$ cat src/rtl/vtg_pkg.sv
package vtg_pkg;
  localparam int HW  = 12;           // width of every horizontal field
  localparam int VW  = 12;           // width of every vertical field
  localparam int BW  = 32;           // frame budget / horizontal counter width
  localparam int LW  = HW + 2;       // line total (sum of four fields)
  localparam int VTW = VW + 2;       // frame line total
  localparam int NW  = LW + VTW;     // nominal frame length product

  typedef struct packed {
    logic [HW-1:0] h_sync;
    logic [HW-1:0] h_back;
    logic [HW-1:0] h_act;
    logic [HW-1:0] h_front;
    logic [VW-1:0] v_sync;
    logic [VW-1:0] v_back;
    logic [VW-1:0] v_act;
    logic [VW-1:0] v_front;
    logic          hs_pol;
    logic          vs_pol;
    logic          de_pol;
    logic [BW-1:0] budget;
  } tmg_cfg_t;

  localparam tmg_cfg_t CFG_DEFAULT = '{
    h_sync:  HW'(40),
    h_back:  HW'(50),
    h_act:   HW'(1280),
    h_front: HW'(50),
    v_sync:  VW'(20),
    v_back:  VW'(31),
    v_act:   VW'(640),
    v_front: VW'(30),
    hs_pol:  1'b0,
    vs_pol:  1'b0,
    de_pol:  1'b1,
    budget:  BW'(1019167)
  };
endpackage

$ cat src/rtl/vtg_shadow.sv
module vtg_shadow
  import vtg_pkg::*;
(
  input  logic           clk,
  input  logic           rst_n,
  input  logic           load,
  input  tmg_cfg_t       cfg_d,
  output tmg_cfg_t       cfg_q,
  output logic [LW-1:0]  htot,
  output logic [VTW-1:0] vtot,
  output logic [BW-1:0]  ext
);
  logic [NW-1:0] nominal;

  always_comb begin
    htot    = LW'(cfg_q.h_sync) + LW'(cfg_q.h_back) + LW'(cfg_q.h_act) + LW'(cfg_q.h_front);
    vtot    = VTW'(cfg_q.v_sync) + VTW'(cfg_q.v_back) + VTW'(cfg_q.v_act) + VTW'(cfg_q.v_front);
    nominal = NW'(htot) * NW'(vtot);
  end

  // The stretch is needed only on the last line, so it is registered one
  // clock after the shadow settles rather than on the capture path.
  always_ff @(posedge clk) begin
    if (!rst_n) begin
      cfg_q <= CFG_DEFAULT;
      ext   <= '0;
    end else begin
      if (load) cfg_q <= cfg_d;
      ext <= (cfg_q.budget > BW'(nominal)) ? (cfg_q.budget - BW'(nominal)) : '0;
    end
  end


  cfg_hold_chk: assert property (@(posedge clk) disable iff (!rst_n)
    !load |=> $stable(cfg_q));


  ext_clamp_chk: assert property (@(posedge clk) disable iff (!rst_n)
    (!load && (cfg_q.budget <= BW'(nominal))) |=> (ext == '0));
endmodule

$ cat src/rtl/vtg_scan.sv
module vtg_scan
  import vtg_pkg::*;
(
  input  logic           clk,
  input  logic           rst_n,
  input  logic [LW-1:0]  htot,
  input  logic [VTW-1:0] vtot,
  input  logic [BW-1:0]  ext,
  output logic           running,
  output logic [BW-1:0]  hpos,
  output logic [VTW-1:0] vpos,
  output logic           load
);
  logic          last_line;
  logic          line_end;
  logic          frame_end;
  logic [BW-1:0] llen;

  always_comb begin
    last_line = (vpos == vtot - VTW'(1));
    llen      = BW'(htot) + (last_line ? ext : '0);
    line_end  = (hpos == llen - BW'(1));
    frame_end = running && line_end && last_line;
    load      = !running || frame_end;
  end

  always_ff @(posedge clk) begin
    if (!rst_n) begin
      running <= 1'b0;
      hpos    <= '0;
      vpos    <= '0;
    end else if (!running) begin
      running <= 1'b1;
    end else if (line_end) begin
      hpos <= '0;
      vpos <= last_line ? '0 : vpos + VTW'(1);
    end else begin
      hpos <= hpos + BW'(1);
    end
  end


  hpos_range_chk: assert property (@(posedge clk) disable iff (!rst_n)
    running |-> (hpos < llen));


  vpos_range_chk: assert property (@(posedge clk) disable iff (!rst_n)
    running |-> (vpos < vtot));


  frame_wrap_chk: assert property (@(posedge clk) disable iff (!rst_n)
    frame_end |=> (hpos == '0 && vpos == '0 && running));
endmodule

$ cat src/rtl/vtg_decode.sv
module vtg_decode
  import vtg_pkg::*;
(
  input  logic           clk,
  input  logic           rst_n,
  input  logic           running,
  input  logic [BW-1:0]  hpos,
  input  logic [VTW-1:0] vpos,
  input  tmg_cfg_t       cfg,
  output logic           sync_h_o,
  output logic           sync_v_o,
  output logic           de_o,
  output logic           sof_o
);
  logic [LW-1:0]  hb_end, ha_end;
  logic [VTW-1:0] vb_end, va_end;
  logic           hs_n, vs_n, de_n, sof_n;
  logic           hs_act_q, vs_act_q, de_act_q, sof_q;
  logic           hs_pol_q, vs_pol_q, de_pol_q;

  always_comb begin
    hb_end = LW'(cfg.h_sync) + LW'(cfg.h_back);
    ha_end = hb_end + LW'(cfg.h_act);
    vb_end = VTW'(cfg.v_sync) + VTW'(cfg.v_back);
    va_end = vb_end + VTW'(cfg.v_act);
    hs_n   = running && (hpos < BW'(cfg.h_sync));
    vs_n   = running && (vpos < VTW'(cfg.v_sync));
    de_n   = running && (hpos >= BW'(hb_end)) && (hpos < BW'(ha_end))
                     && (vpos >= vb_end) && (vpos < va_end);
    sof_n  = running && (hpos == BW'(hb_end)) && (vpos == vb_end);
  end

  always_ff @(posedge clk) begin
    if (!rst_n) begin
      hs_act_q <= 1'b0;
      vs_act_q <= 1'b0;
      de_act_q <= 1'b0;
      sof_q    <= 1'b0;
      hs_pol_q <= CFG_DEFAULT.hs_pol;
      vs_pol_q <= CFG_DEFAULT.vs_pol;
      de_pol_q <= CFG_DEFAULT.de_pol;
    end else begin
      hs_act_q <= hs_n;
      vs_act_q <= vs_n;
      de_act_q <= de_n;
      sof_q    <= sof_n;
      hs_pol_q <= cfg.hs_pol;
      vs_pol_q <= cfg.vs_pol;
      de_pol_q <= cfg.de_pol;
    end
  end

  assign sync_h_o = hs_act_q ? hs_pol_q : ~hs_pol_q;
  assign sync_v_o = vs_act_q ? vs_pol_q : ~vs_pol_q;
  assign de_o     = de_act_q ? de_pol_q : ~de_pol_q;
  assign sof_o    = sof_q;


  sof_on_de_chk: assert property (@(posedge clk) disable iff (!rst_n)
    sof_q |-> de_act_q);


  sof_single_chk: assert property (@(posedge clk) disable iff (!rst_n)
    sof_q |=> !sof_q);


  idle_out_chk: assert property (@(posedge clk) disable iff (!rst_n)
    !running |=> !(hs_act_q || vs_act_q || de_act_q || sof_q));
endmodule

$ cat src/rtl/vtg_limiter_top.sv
module vtg_limiter_top
  import vtg_pkg::*;
(
  input  logic          clk,
  input  logic          rst_n,
  input  logic [HW-1:0] cfg_h_sync,
  input  logic [HW-1:0] cfg_h_back,
  input  logic [HW-1:0] cfg_h_act,
  input  logic [HW-1:0] cfg_h_front,
  input  logic [VW-1:0] cfg_v_sync,
  input  logic [VW-1:0] cfg_v_back,
  input  logic [VW-1:0] cfg_v_act,
  input  logic [VW-1:0] cfg_v_front,
  input  logic          cfg_hs_pol,
  input  logic          cfg_vs_pol,
  input  logic          cfg_de_pol,
  input  logic [BW-1:0] cfg_budget,
  output logic          sync_h_o,
  output logic          sync_v_o,
  output logic          de_o,
  output logic          sof_o
);
  tmg_cfg_t       cfg_d, cfg_q;
  logic [LW-1:0]  htot;
  logic [VTW-1:0] vtot;
  logic [BW-1:0]  ext;
  logic           running, load;
  logic [BW-1:0]  hpos;
  logic [VTW-1:0] vpos;

  always_comb begin
    cfg_d.h_sync  = cfg_h_sync;
    cfg_d.h_back  = cfg_h_back;
    cfg_d.h_act   = cfg_h_act;
    cfg_d.h_front = cfg_h_front;
    cfg_d.v_sync  = cfg_v_sync;
    cfg_d.v_back  = cfg_v_back;
    cfg_d.v_act   = cfg_v_act;
    cfg_d.v_front = cfg_v_front;
    cfg_d.hs_pol  = cfg_hs_pol;
    cfg_d.vs_pol  = cfg_vs_pol;
    cfg_d.de_pol  = cfg_de_pol;
    cfg_d.budget  = cfg_budget;
  end

  vtg_shadow u_shadow (
    .clk(clk), .rst_n(rst_n), .load(load), .cfg_d(cfg_d),
    .cfg_q(cfg_q), .htot(htot), .vtot(vtot), .ext(ext)
  );

  vtg_scan u_scan (
    .clk(clk), .rst_n(rst_n), .htot(htot), .vtot(vtot), .ext(ext),
    .running(running), .hpos(hpos), .vpos(vpos), .load(load)
  );

  vtg_decode u_decode (
    .clk(clk), .rst_n(rst_n), .running(running), .hpos(hpos), .vpos(vpos),
    .cfg(cfg_q), .sync_h_o(sync_h_o), .sync_v_o(sync_v_o), .de_o(de_o), .sof_o(sof_o)
  );
endmodule

$ cat config.mk
export PLATFORM = sky130hd
export DESIGN_NAME = vtg_limiter_top
export DESIGN_NICKNAME = d
export VERILOG_FILES = /design/src/rtl/vtg_pkg.sv /design/src/rtl/vtg_shadow.sv /design/src/rtl/vtg_scan.sv /design/src/rtl/vtg_decode.sv /design/src/rtl/vtg_limiter_top.sv
export SDC_FILE = /design/constraint.sdc
export NUM_CORES = 1
export LEC_CHECK = 0
export ABC_AREA = 1
export ABC_CLOCK_PERIOD_IN_PS = 22000
export BUFFER_PORTS_ARGS = -buffer_cell sky130_fd_sc_hd__buf_2
export CORE_ASPECT_RATIO = 0.75
export CORE_MARGIN = 2
export CORE_UTILIZATION = 68
export CTS_CLUSTER_DIAMETER = 50
export CTS_CLUSTER_SIZE = 16
export DETAILED_ROUTE_END_ITERATION = 16
export PLACE_DENSITY = 0.88
export SYNTH_ARGS = -nofsm -noshare
export SYNTH_HDL_FRONTEND = slang
export SYNTH_SLANG_ARGS = --single-unit
$ cat constraint.sdc
create_clock -name clk -period 22 [get_ports clk]
set_clock_uncertainty 0.15 [all_clocks]
set_input_delay 1.1 -clock clk [delete_from_list [all_inputs] [get_ports clk]]
set_output_delay 1.1 -clock clk [all_outputs]
set_load 0.01 [all_outputs]
# After elaboration in Yosys (flattened, before gate mapping)
# Cells that the tools add are included.
# Widths: inputs -> output; s select.
# word_totals
ff_bits,217
latch_bits,0
mem_bits_rw,0
mem_bits_ro,0
input_bits,133
out_inout_bits,4
elab_cells,71
n_memories,0
# classes
addsub,12
mul,1
n_div,0
order_cmp,7
eq_ne,4
shift,0
muxes,7
bitwise_logic,3
n_reduce_logical,14
# ops
operator,n
$mux 32,2
$add 14x12->14,4
$add 14x32->32,1
$add 32x1->32 const B,1
$eq 32x14->1,1
$eq 32x32->1,1
$ge 32x14->1,1
$gt 32x28->1,1
$lt 32x12->1,1
$lt 32x14->1,1
$sub 32x1->32 const B,1
$sub 32x28->32,1
$eq 14x14->1,2
$mul 14x14->28,1
$add 12x12->13,2
$add 14x1->14 const B,1
$ge 14x14->1,1
$lt 14x12->1,1
$lt 14x14->1,1
$mux 14,1
$sub 14x1->14 const B,1
$logic_and 1x1->1,10
$mux 1,4
$reduce_and 2->1,2
other kinds (3),5

# Longest topological paths before layout
# Gate-level depths: netlist of the first run.
# logic_depth
ltp_word,12
mapped_depth,63
ltp_nobuf,61

# Cells and area by module
# From an unflattened synthesis of the first run, not the netlist that was laid out.
# hier_totals
cells_unflattened,3898
hier_area_um2,26729.4
# modules_own_cells
module,n_inst,cells_each,area_per_inst_um2,seq_area_each_um2
vtg_shadow,1,2316,16762.3,3263.1
vtg_scan,1,935,5572.8,940.9
vtg_decode,1,647,4394.2,140.1

# Worst setup path before layout of the first run
# No wires, ideal clock.
# synth_path
path_kind,register to register
start,reg u_shadow.cfg_q[61] (netlist name)
end,reg u_shadow.ext[30]
setup_time_ns,0.128
arrival_time_ns,10.869
required_ns,21.722
setup_slack_ns,10.854
path_stages_with_launch,57
path_buffers,2
synth_period_minus_slack_ns,11.146
path_cell_list,dfxtp_1 -> ha_1 -> a21oi_1 -> nand2_1 -> a21oi_1 -> o21bai_1 -> a21oi_1 -> o21bai_1 -> a21o_1 -> a21oi_1 -> xor2_1 -> inv_1 -> ha_1 -> inv_1 -> nor3_1 -> nand3_1 -> nand3_1 -> nand2_1 -> (+21 left out) -> nand2_1 -> o21ai_0 -> a21oi_1 -> o21ai_0 -> a21boi_0 -> o21ai_0 -> a21oi_1 -> nor2_1 -> nor2_1 -> xor2_1 -> ha_1 -> a21oi_1 -> o21ai_0 -> a21oi_1 -> a41oi_1 -> o21ai_1 -> clkbuf_1 -> nor2_1
# synth_via
elab_chain_len,6
elab_cells_between_ends,7
cone_classes,add/sub: 4; mul: 1; order compare: 1; reduce/logical: 1
# synth_lines
item,line,source
$add 12x12->13 (*),vtg_shadow.sv:17,vtot = VTW'(cfg_q.v_sync) + VTW'(cfg_q.v_back) + VTW'(cfg_q.v_act) + VTW'(cfg_q.v_front);
$add 14x12->14 (*) (2 in series),vtg_shadow.sv:17,
$mul 14x14->28 (*),vtg_shadow.sv:18,nominal = NW'(htot) * NW'(vtot);
$gt 32x28->1,vtg_shadow.sv:29,ext <= (cfg_q.budget > BW'(nominal)) ? (cfg_q.budget - BW'(nominal)) : '0;
$reduce_and 2->1 (no source line),n/a,
end signal: assignment,vtg_shadow.sv:29,
end: declaration,vtg_shadow.sv:11,output logic [BW-1:0] ext
# Every way passes the cells marked *; elsewhere a longest branch is shown, timed or not.
# A chain may end at the register's enable or synchronous reset.

# Final worst setup path of the first run
# layout_path
start,reg u_shadow.cfg_q[107] (netlist name)
end,reg u_shadow.ext[2]
# layout_via
elab_chain_len,6
elab_cells_between_ends,7
cone_classes,add/sub: 4; mul: 1; order compare: 1; reduce/logical: 1
# layout_lines
item,line,source
$add 12x12->13 (*),vtg_shadow.sv:16,htot = LW'(cfg_q.h_sync) + LW'(cfg_q.h_back) + LW'(cfg_q.h_act) + LW'(cfg_q.h_front);
$add 14x12->14 (*) (2 in series),vtg_shadow.sv:16,
$mul 14x14->28 (*),vtg_shadow.sv:18,
$gt 32x28->1,vtg_shadow.sv:29,
$reduce_and 2->1 (no source line),n/a,
# Marks and branches as above.

==> flow_summary.json, run 1 <==
{
  "run_status": "finished clean",
  "placementRows": 59,
  "grt_pass1_wl_mm": 114.2,
  "insertion_delay_ns": 0.57,
  "dp_hpwl_mm": 56.05,
  "drt_iter0_markers": 2062,
  "start_kind": "flop",
  "root_buffer": "clkbuf_16",
  "drive_above_1_share": 0.07828,
  "syn_area_per_cell_um2": 6.989,
  "met3_usage": 0.05808,
  "fin_crit_ns": 12.69,
  "drc": 0,
  "cpMaxStageDelayCell": "fa_1",
  "global_route.usage.met1": 0.5105,
  "wire_per_inst_um": 17.19,
  "antenna_found_initial": 0,
  "fin_tns_setup_ns": 0,
  "yosys_register_bits": 217,
  "cp_common_cell": "fa_1",
  "postCtsSetupRepairBufs": 0,
  "crit_fanout": 32,
  "synth-seq-area-share": 0.1794,
  "die-area_um2": 37150,
  "h-tree-depth": 1,
  "drv_cap": 0,
  "async_reset_ff_frac": 0,
  "cts_sinks": 217,
  "final_hold_viol_count": 0,
  "synth_enable_flop_cells": 0,
  "via_per_inst": 5.727,
  "cts_buffer_depth": 3,
  "crit_type": "reg -> reg",
  "met2_usage": 0.6213,
  "maxSlewViolCount": 0,
  "io_pins": 137,
  "die_y_um": 167.4,
  "grt_pass1_vias": 23026,
  "drtAntennaViolNets": 0,
  "wl_mm": 69.34,
  "worst_setup_path_end_kind": "flop",
  "critPathArrivalTime_ns": 12.96,
  "port_buffers": 136,
  "ctsHoldBuffers": 0,
  "syn_nets": 4061,
  "syn_inst": 3465,
  "gp_congestion": 0.9700,
  "required_ns": 22.27,
  "ys_warn_count": 0,
  "cts_tree": "yes",
  "setup_viol": 0,
  "overflow": 0,
  "grt_util_all_layers": 0.3766,
  "finalNetCount": 4157,
  "max_freq_mhz": 78.82,
  "vias": 23103,
  "n_antenna_cell": 0,
  "syn_area_um2": 24220,
  "hold_path_class": "reg -> reg",
  "ys_types": 60,
  "rsz0062_at_grt": "false",
  "period_share": 0.5767,
  "grt_max_degree": 94,
  "cts_resized": 0,
  "firstDrtPassIters": 6,
  "rrSetupSlack_ns": 9.31,
  "top_usage_layer": "met2",
  "slowest_delay_ns": 0.56,
  "die_w_um": 221.9,
  "start_util": 0.6936,
  "synthFlopType": "dfxtp_1",
  "areaGrowthSynthToFinish_pct": 7.156,
  "cts_buffers": 24,
  "cts.clk_slew.worst_paths_ns": 0.07,
  "relSlewSlack": 0.2937,
  "core_um2": 34920,
  "worst_slew_pin_slew_ns": 1.057
}
==> flip-flops by register name, indices dropped and copies added (netlist names) <==
name and count:
u_decode.de_pol_q 1, u_decode.vs_pol_q 1, u_decode.hs_pol_q 1, u_scan.vpos 14
u_shadow.cfg_q 131, u_scan.hpos 32, u_decode.de_act_q 1, u_decode.vs_act_q 1
u_shadow.ext 32, u_scan.running 1, u_decode.hs_act_q 1, u_decode.sof_o 1
==> per-layer routing <==
metal / up-vias / part of all wire
met2: 988 / 0.44
met3: 184 / 0.091
li1: 11148 / -
met5: - / 0
met4: 0 / 0.034
met1: 10783 / 0.43
==> metrics by stage <==
step	utilization	cell area [um2]	worst slack [ns]	instances	hold slack, ns
floorplan	-	24220	10.85	3465	0.2416
global route	0.7432	25950	8.352	4034	0.3185
finish	0.7432	25950	9.313	4034	0.2797
global placement	0.7194	25120	10.08	3992	0.2523
CTS	0.7432	25950	9.480	4034	0.2818
detailed placement	0.7194	25120	9.568	3992	0.2733
==> cells in the mapped netlist (8+ instances only) <==
cell type	instances	area, um2
nand2_2	22	137.6
a21oi_1	273	1366
buf_2	15	75.07
or2_2	24	150.1
ha_1	314	3929
xor2_1	108	945.9
nor2_1	283	1062
nand4_1	48	300.3
nor3_1	27	135.1
nand3_1	143	715.7
nand2_1	913	3427
inv_1	575	2158
o21bai_1	20	150.1
a21oi_2	11	96.34
a21boi_0	10	75.07
o21ai_0	67	335.3
dfxtp_1	217	4344
o21ai_1	8	40.04
inv_2	8	30.03
nand3b_1	12	90.09
xnor2_1	54	473.0
fa_1	149	2983
nor4_1	14	87.58
o211ai_1	14	105.1
clkbuf_1	43	161.4
==> path summary, 6_finish.rpt <==
kind / from / to / depth (start not counted)
max: u_shadow.cfg_q[107] / u_shadow.ext[2] / 53
min: u_shadow.cfg_q[34] / u_decode.hs_pol_q / 2
max reg2reg: u_shadow.cfg_q[107] / u_shadow.ext[2] / 53
min reg2reg: u_shadow.cfg_q[34] / u_decode.hs_pol_q / 2
==> cell type report <==
cell class,count,area [um2]
fillers,2762,8967
flip-flops and latches,217,4344
clock buffers,25,614.3
well taps,457,571.8
repair buffers,144,740.7
multi-input cells,2585,17250
inverters,589,2215
clock inverters,17,216.5
==> cells by family after synthesis <==
family | after synthesis | share of synthesized area
adder cells (fa/ha/maj) | 463 | 0.2854
AO/OA/AOI/OAI | 445 | 0.1039
flip-flops | 217 | 0.1794
multiplexers | 1 | 0.0004133
buffers and inverters | 663 | 0.1086
XOR/XNOR | 165 | 0.06107
AND/OR/NAND/NOR | 1511 | 0.2613
==> worst max-delay path: cells and delay by family, from the launching register on <==
family | cells | cell delay, ns
flip-flops | 1 | 0.32
XOR/XNOR | 2 | 0.46
AND/OR/NAND/NOR | 16 | 2.15
adder cells (fa/ha/maj) | 12 | 5.15
AO/OA/AOI/OAI | 15 | 3.05
buffers and inverters | 8 | 1.21
==> layout by cell type, fill, tap and decap left out, types with 67 or more instances in the layout <==
cell type,n
a21oi_1,273
buf_2,136
dfxtp_1,217
fa_1,149
ha_1,314
inv_1,574
nand2_1,913
nand3_1,143
nor2_1,283
o21ai_0,67
xor2_1,108
Power of run 1 is not shown: default switching activity piles up to over one toggle a cycle in this logic, so the estimate is an artifact.
==> inputs of run 2 (changes only) <==
--- a/config.mk
+++ b/config.mk
@@ -6,15 +6,15 @@
 export NUM_CORES = 1
 export LEC_CHECK = 0
 export ABC_AREA = 1
-export ABC_CLOCK_PERIOD_IN_PS = 22000
+export ABC_CLOCK_PERIOD_IN_PS = 12870
 export BUFFER_PORTS_ARGS = -buffer_cell sky130_fd_sc_hd__buf_2
 export CORE_ASPECT_RATIO = 0.75
 export CORE_MARGIN = 2
-export CORE_UTILIZATION = 68
+export CORE_UTILIZATION = 64
 export CTS_CLUSTER_DIAMETER = 50
 export CTS_CLUSTER_SIZE = 16
 export DETAILED_ROUTE_END_ITERATION = 16
-export PLACE_DENSITY = 0.88
+export PLACE_DENSITY = 0.83
 export SYNTH_ARGS = -nofsm -noshare
 export SYNTH_HDL_FRONTEND = slang
 export SYNTH_SLANG_ARGS = --single-unit
==> constraint.sdc (replaced) <==
create_clock -name clk -period 12.87 [get_ports clk]
set_clock_uncertainty 0.15 [all_clocks]
set_input_delay 0.6435 -clock clk [delete_from_list [all_inputs] [get_ports clk]]
set_output_delay 0.6435 -clock clk [all_outputs]
set_load 0.01 [all_outputs]
==> run 2 against run 1 <==
Net effect:
- cell count up 1.6%
- via count down 0.49%
- global-route usage down 2.5 points
- register-to-register slack worse by 8.5 ns
- final area up 1.0%
- sequential share of layout area down 0.17 points
- maximum frequency up 5.5%
- routed wire length down 0.10%
- non-clock buffer count up 10
- largest cell class unchanged
- highest routed layer unchanged
==> flow_summary.json, run 2 (same netlist as run 1, synthesis figures left out) <==
{
  "run_status": "finished clean",
  "worst_slew_pin_slew_ns": 1.087,
  "start_util": 0.6515,
  "crit-reg2reg-launch": "u_shadow.cfg_q[107]",
  "slowest_delay_ns": 0.56,
  "rsz0062_at_grt": "false",
  "cts_resized": 0,
  "die_w_um": 228.6,
  "core_um2": 37170,
  "drtAntennaViolNets": 0,
  "max_freq_mhz": 83.17,
  "hold_path_class": "in -> reg",
  "drv_cap": 0,
  "die-area_um2": 39430,
  "final_cell_mix": "912 x nand2_1, 573 x inv_1, 314 x ha_1",
  "cts_tree": "yes",
  "drt_iter0_markers": 1983,
  "relSlewSlack": 0.2735,
  "worst-path-buf-inv": 9,
  "h-tree-depth": 1,
  "grt_util_all_layers": 0.3521,
  "n_antenna_cell": 0,
  "root_buffer": "clkbuf_16",
  "crit_type": "reg -> reg",
  "grt_pass1_vias": 22330,
  "required_ns": 13.18,
  "gp_congestion": 1.011,
  "fin_tns_setup_ns": 0,
  "wl_mm": 69.26,
  "grt_pass1_wl_mm": 112.5,
  "finish.utilization": 0.7052,
  "die_y_um": 172.5,
  "postCtsSetupRepairBufs": 0,
  "dp_slack_ns": 0.5797,
  "setup_viol": 0,
  "cts_buffer_depth": 3,
  "layout_commonest_cell": "nand2_1",
  "insertion_delay_ns": 0.59,
  "placementRows": 61,
  "fillCellCount": 3140,
  "areaGrowthSynthToFinish_pct": 8.241,
  "timing.final.ws_setup_ns": 0.8467,
  "top_regs": "u_shadow.cfg_q x131, u_scan.hpos x32, u_shadow.ext x32",
  "overflow": 0,
  "port_buffers": 136,
  "cpMaxStageDelayCell": "fa_1",
  "cp_common_cell": "fa_1",
  "hold_slack_ns": 0.1120,
  "io_pins": 137,
  "crit_fanout": 32,
  "crit_family": "adder cells",
  "dp_hpwl_mm": 55.88,
  "largest_register_ffs": 131,
  "drive_above_1_share": 0.08322,
  "start_kind": "flop",
  "grt_max_degree": 92,
  "maxSlewViolCount": 0,
  "worst_setup_path_end_kind": "flop",
  "antenna_found_initial": 0,
  "vias": 22989,
  "wire_per_inst_um": 16.91,
  "period_share": 0.9342,
  "final_hold_viol_count": 0,
  "critPathArrivalTime_ns": 12.33,
  "finalNetCount": 4170,
  "max_flop_register": "u_shadow.cfg_q",
  "cts_buffers": 27,
  "cts_sinks": 217,
  "crit_start": "u_shadow.cfg_q[107]",
  "via_per_inst": 5.611,
  "firstDrtPassIters": 6,
  "cts.clk_slew.worst_paths_ns": 0.07,
  "ctsHoldBuffers": 0,
  "fin_crit_ns": 12.02,
  "min_from": "cfg_budget[18]",
  "drc": 0
}
[run 2: layout make-up]
type,count,area (um2),share of cell area
inverters,589,2222,0.08477
well taps,504,630.6,0.02406
clock buffers,29,693.2,0.02644
clock inverters,19,236.5,0.009022
repair buffers,154,832.0,0.03174
flip-flops and latches,217,4344,0.1657
multi-input cells,2585,17250,0.6582
[run 2: path summary, 6_finish.rpt]
check	cells past startpoint	slack, ns	to
max	54	0.85	u_shadow.ext[2]
min	3	0.11	u_shadow.cfg_q[18]
max reg2reg	54	0.85	u_shadow.ext[2]
min reg2reg	2	0.28	u_decode.de_pol_q
[run 2: worst min-delay path, cell delays in order]
cell and delay [ns]:
buf_2 0.07, nand2_1 0.04, nand3_1 0.06
[run 2: per-stage QoR]
| step | instance area [um2] | std cells |
|---|---|---|
| 3_5_place_dp | 25270 | 4049 |
| 3_3_place_gp | 25270 | 4049 |
| 5_1_grt | 26210 | 4097 |
| 4_1_cts | 26200 | 4097 |
| 6_report | 26210 | 4097 |
| 2_1_floorplan | 24220 | 3465 |
[run 2: per-layer routing]
metal | global-route usage | part of all wire | vias to the layer above
met5 | 0 | 0 | -
met4 | 0.1128 | 0.036 | 0
met3 | 0.06415 | 0.095 | 161
met2 | 0.5668 | 0.43 | 967
met1 | 0.4811 | 0.44 | 10664
li1 | - | - | 11197
Power of run 2 is left out for the same reason.
==> inputs of run 3 (changes only) <==
--- a/config.mk
+++ b/config.mk
@@ -14,6 +14,7 @@
 export CTS_CLUSTER_DIAMETER = 50
 export CTS_CLUSTER_SIZE = 16
 export DETAILED_ROUTE_END_ITERATION = 16
+export HOLD_SLACK_MARGIN = 0.15
 export PLACE_DENSITY = 0.83
 export SYNTH_ARGS = -nofsm -noshare
 export SYNTH_HDL_FRONTEND = slang
==> run 3 against run 2 <==
Net effect:
- critical path depth stayed put
- maximum frequency hardly changed
- critical path type unchanged
- routed wire length is 2.8% higher
- cell count is 1.7% higher
==> flow_summary.json, run 3 (same netlist as run 1, synthesis figures left out) <==
{
  "cts.clk_slew.worst_paths_ns": 0.07,
  "die_w_um": 228.6,
  "vias": 23534,
  "core_um2": 37170,
  "required_ns": 13.18,
  "max_freq_mhz": 83.16,
  "rsz0062_at_grt": "false",
  "cts_buffer_depth": 3,
  "antenna_found_initial": 0,
  "crit_type": "reg -> reg",
  "start_util": 0.6515,
  "critPathArrivalTime_ns": 12.33,
  "worst_slew_pin_slew_ns": 1.098,
  "fin_tns_setup_ns": 0,
  "grt_pass1_vias": 22902,
  "instances_no_fill": 4167,
  "crit-reg2reg-launch": "u_shadow.cfg_q[107]",
  "grt_pass1_wl_mm": 115.3,
  "cp_common_cell": "fa_1",
  "final_cell_mix": "912 x nand2_1, 573 x inv_1, 314 x ha_1",
  "maxSlewViolCount": 0,
  "finish.utilization": 0.7241,
  "cts_buffers": 27,
  "insertion_delay_ns": 0.59,
  "dp_slack_ns": 0.5797,
  "start_kind": "flop",
  "cts_tree": "yes",
  "crit_fanout": 32,
  "timing.final.ws_setup_ns": 0.8453,
  "cts_sinks": 217,
  "relSlewSlack": 0.2659,
  "finalNetCount": 4240,
  "io_pins": 137,
  "setup_viol": 0,
  "firstDrtPassIters": 14,
  "crit_start": "u_shadow.cfg_q[107]",
  "wire_per_inst_um": 17.09,
  "postCtsSetupRepairBufs": 0,
  "die_y_um": 172.5,
  "fin_crit_ns": 12.02,
  "min_from": "cfg_budget[27]",
  "placementRows": 61,
  "via_per_inst": 5.648,
  "period_share": 0.9343,
  "die-area_um2": 39430,
  "largest_register_ffs": 131,
  "dp_hpwl_mm": 55.88,
  "top_regs": "u_shadow.cfg_q x131, u_scan.hpos x32, u_shadow.ext x32",
  "drv_cap": 0,
  "whs_path_depth": 3,
  "gp_congestion": 1.011,
  "overflow": 0,
  "slowest_delay_ns": 0.56,
  "rr_worst_depth": 54,
  "drt_iter0_markers": 1983,
  "root_buffer": "clkbuf_16",
  "final_hold_viol_count": 0,
  "layout_commonest_cell": "nand2_1",
  "grt_util_all_layers": 0.3614,
  "run_status": "finished clean",
  "n_antenna_cell": 0,
  "grt_max_degree": 92,
  "drc": 0,
  "wl_mm": 71.21,
  "max_flop_register": "u_shadow.cfg_q",
  "drtAntennaViolNets": 0,
  "port_buffers": 136,
  "cpMaxStageDelayCell": "fa_1",
  "hold_path_class": "in -> reg",
  "dp.cells": 4049,
  "h-tree-depth": 1,
  "worst_setup_path_end_kind": "flop",
  "areaGrowthSynthToFinish_pct": 11.13,
  "drive_above_1_share": 0.08163
}
-- run 3: worst paths after layout --
check	endpoint	slack, ns
setup reg to reg	u_shadow.ext[2]	0.85
hold / removal	u_shadow.cfg_q[27]	0.17
setup / recovery	u_shadow.ext[2]	0.85
hold reg to reg	u_decode.hs_pol_q	0.28
-- run 3: worst max-delay path, delay by kind of cell, from the launching register on --
kind / cells / cell delay, ns
DFF: 1 / 0.32
and+or+nand+nor: 14 / 2.13
AOI/OAI and AO/OA: 17 / 2.60
buffers and inverters: 9 / 0.96
adders and majority gates: 12 / 5.26
xor gates and xnor gates: 2 / 0.45
-- run 3: per-layer routing --
layer | global-route usage | share of wire
met1 | 0.4826 | 0.43
met2 | 0.5874 | 0.44
met3 | 0.07206 | 0.095
met4 | 0.1242 | 0.037
met5 | 0 | 0
-- run 3: timing repair --
action | CTS | global route
hold buffers | 70 | 0
endpoints found under the setup margin | 0 | 32
hold endpoints to repair | 70 | 0
gates resized for setup | 0 | 11
-- run 3: final cells by class --
class                      count  area [um2]
clock buffer                  29       693.2
clock inverter                19       236.5
fill                        3007       10260
inverter                     589        2222
multi-input combinational   2585       17250
sequential                   217        4344
tap                          504       630.6
timing repair buffer         224        1533
-- run 3: stage by stage --
stage / area (um2) / hold WS (ns)
6_report: 26910 / 0.1654
5_1_grt: 26910 / 0.1653
4_1_cts: 26900 / 0.1501
3_5_place_dp: 25270 / 0.2587
3_3_place_gp: 25270 / 0.2540
2_1_floorplan: 24220 / 0.2416
Power of run 3 is left out for the same reason.
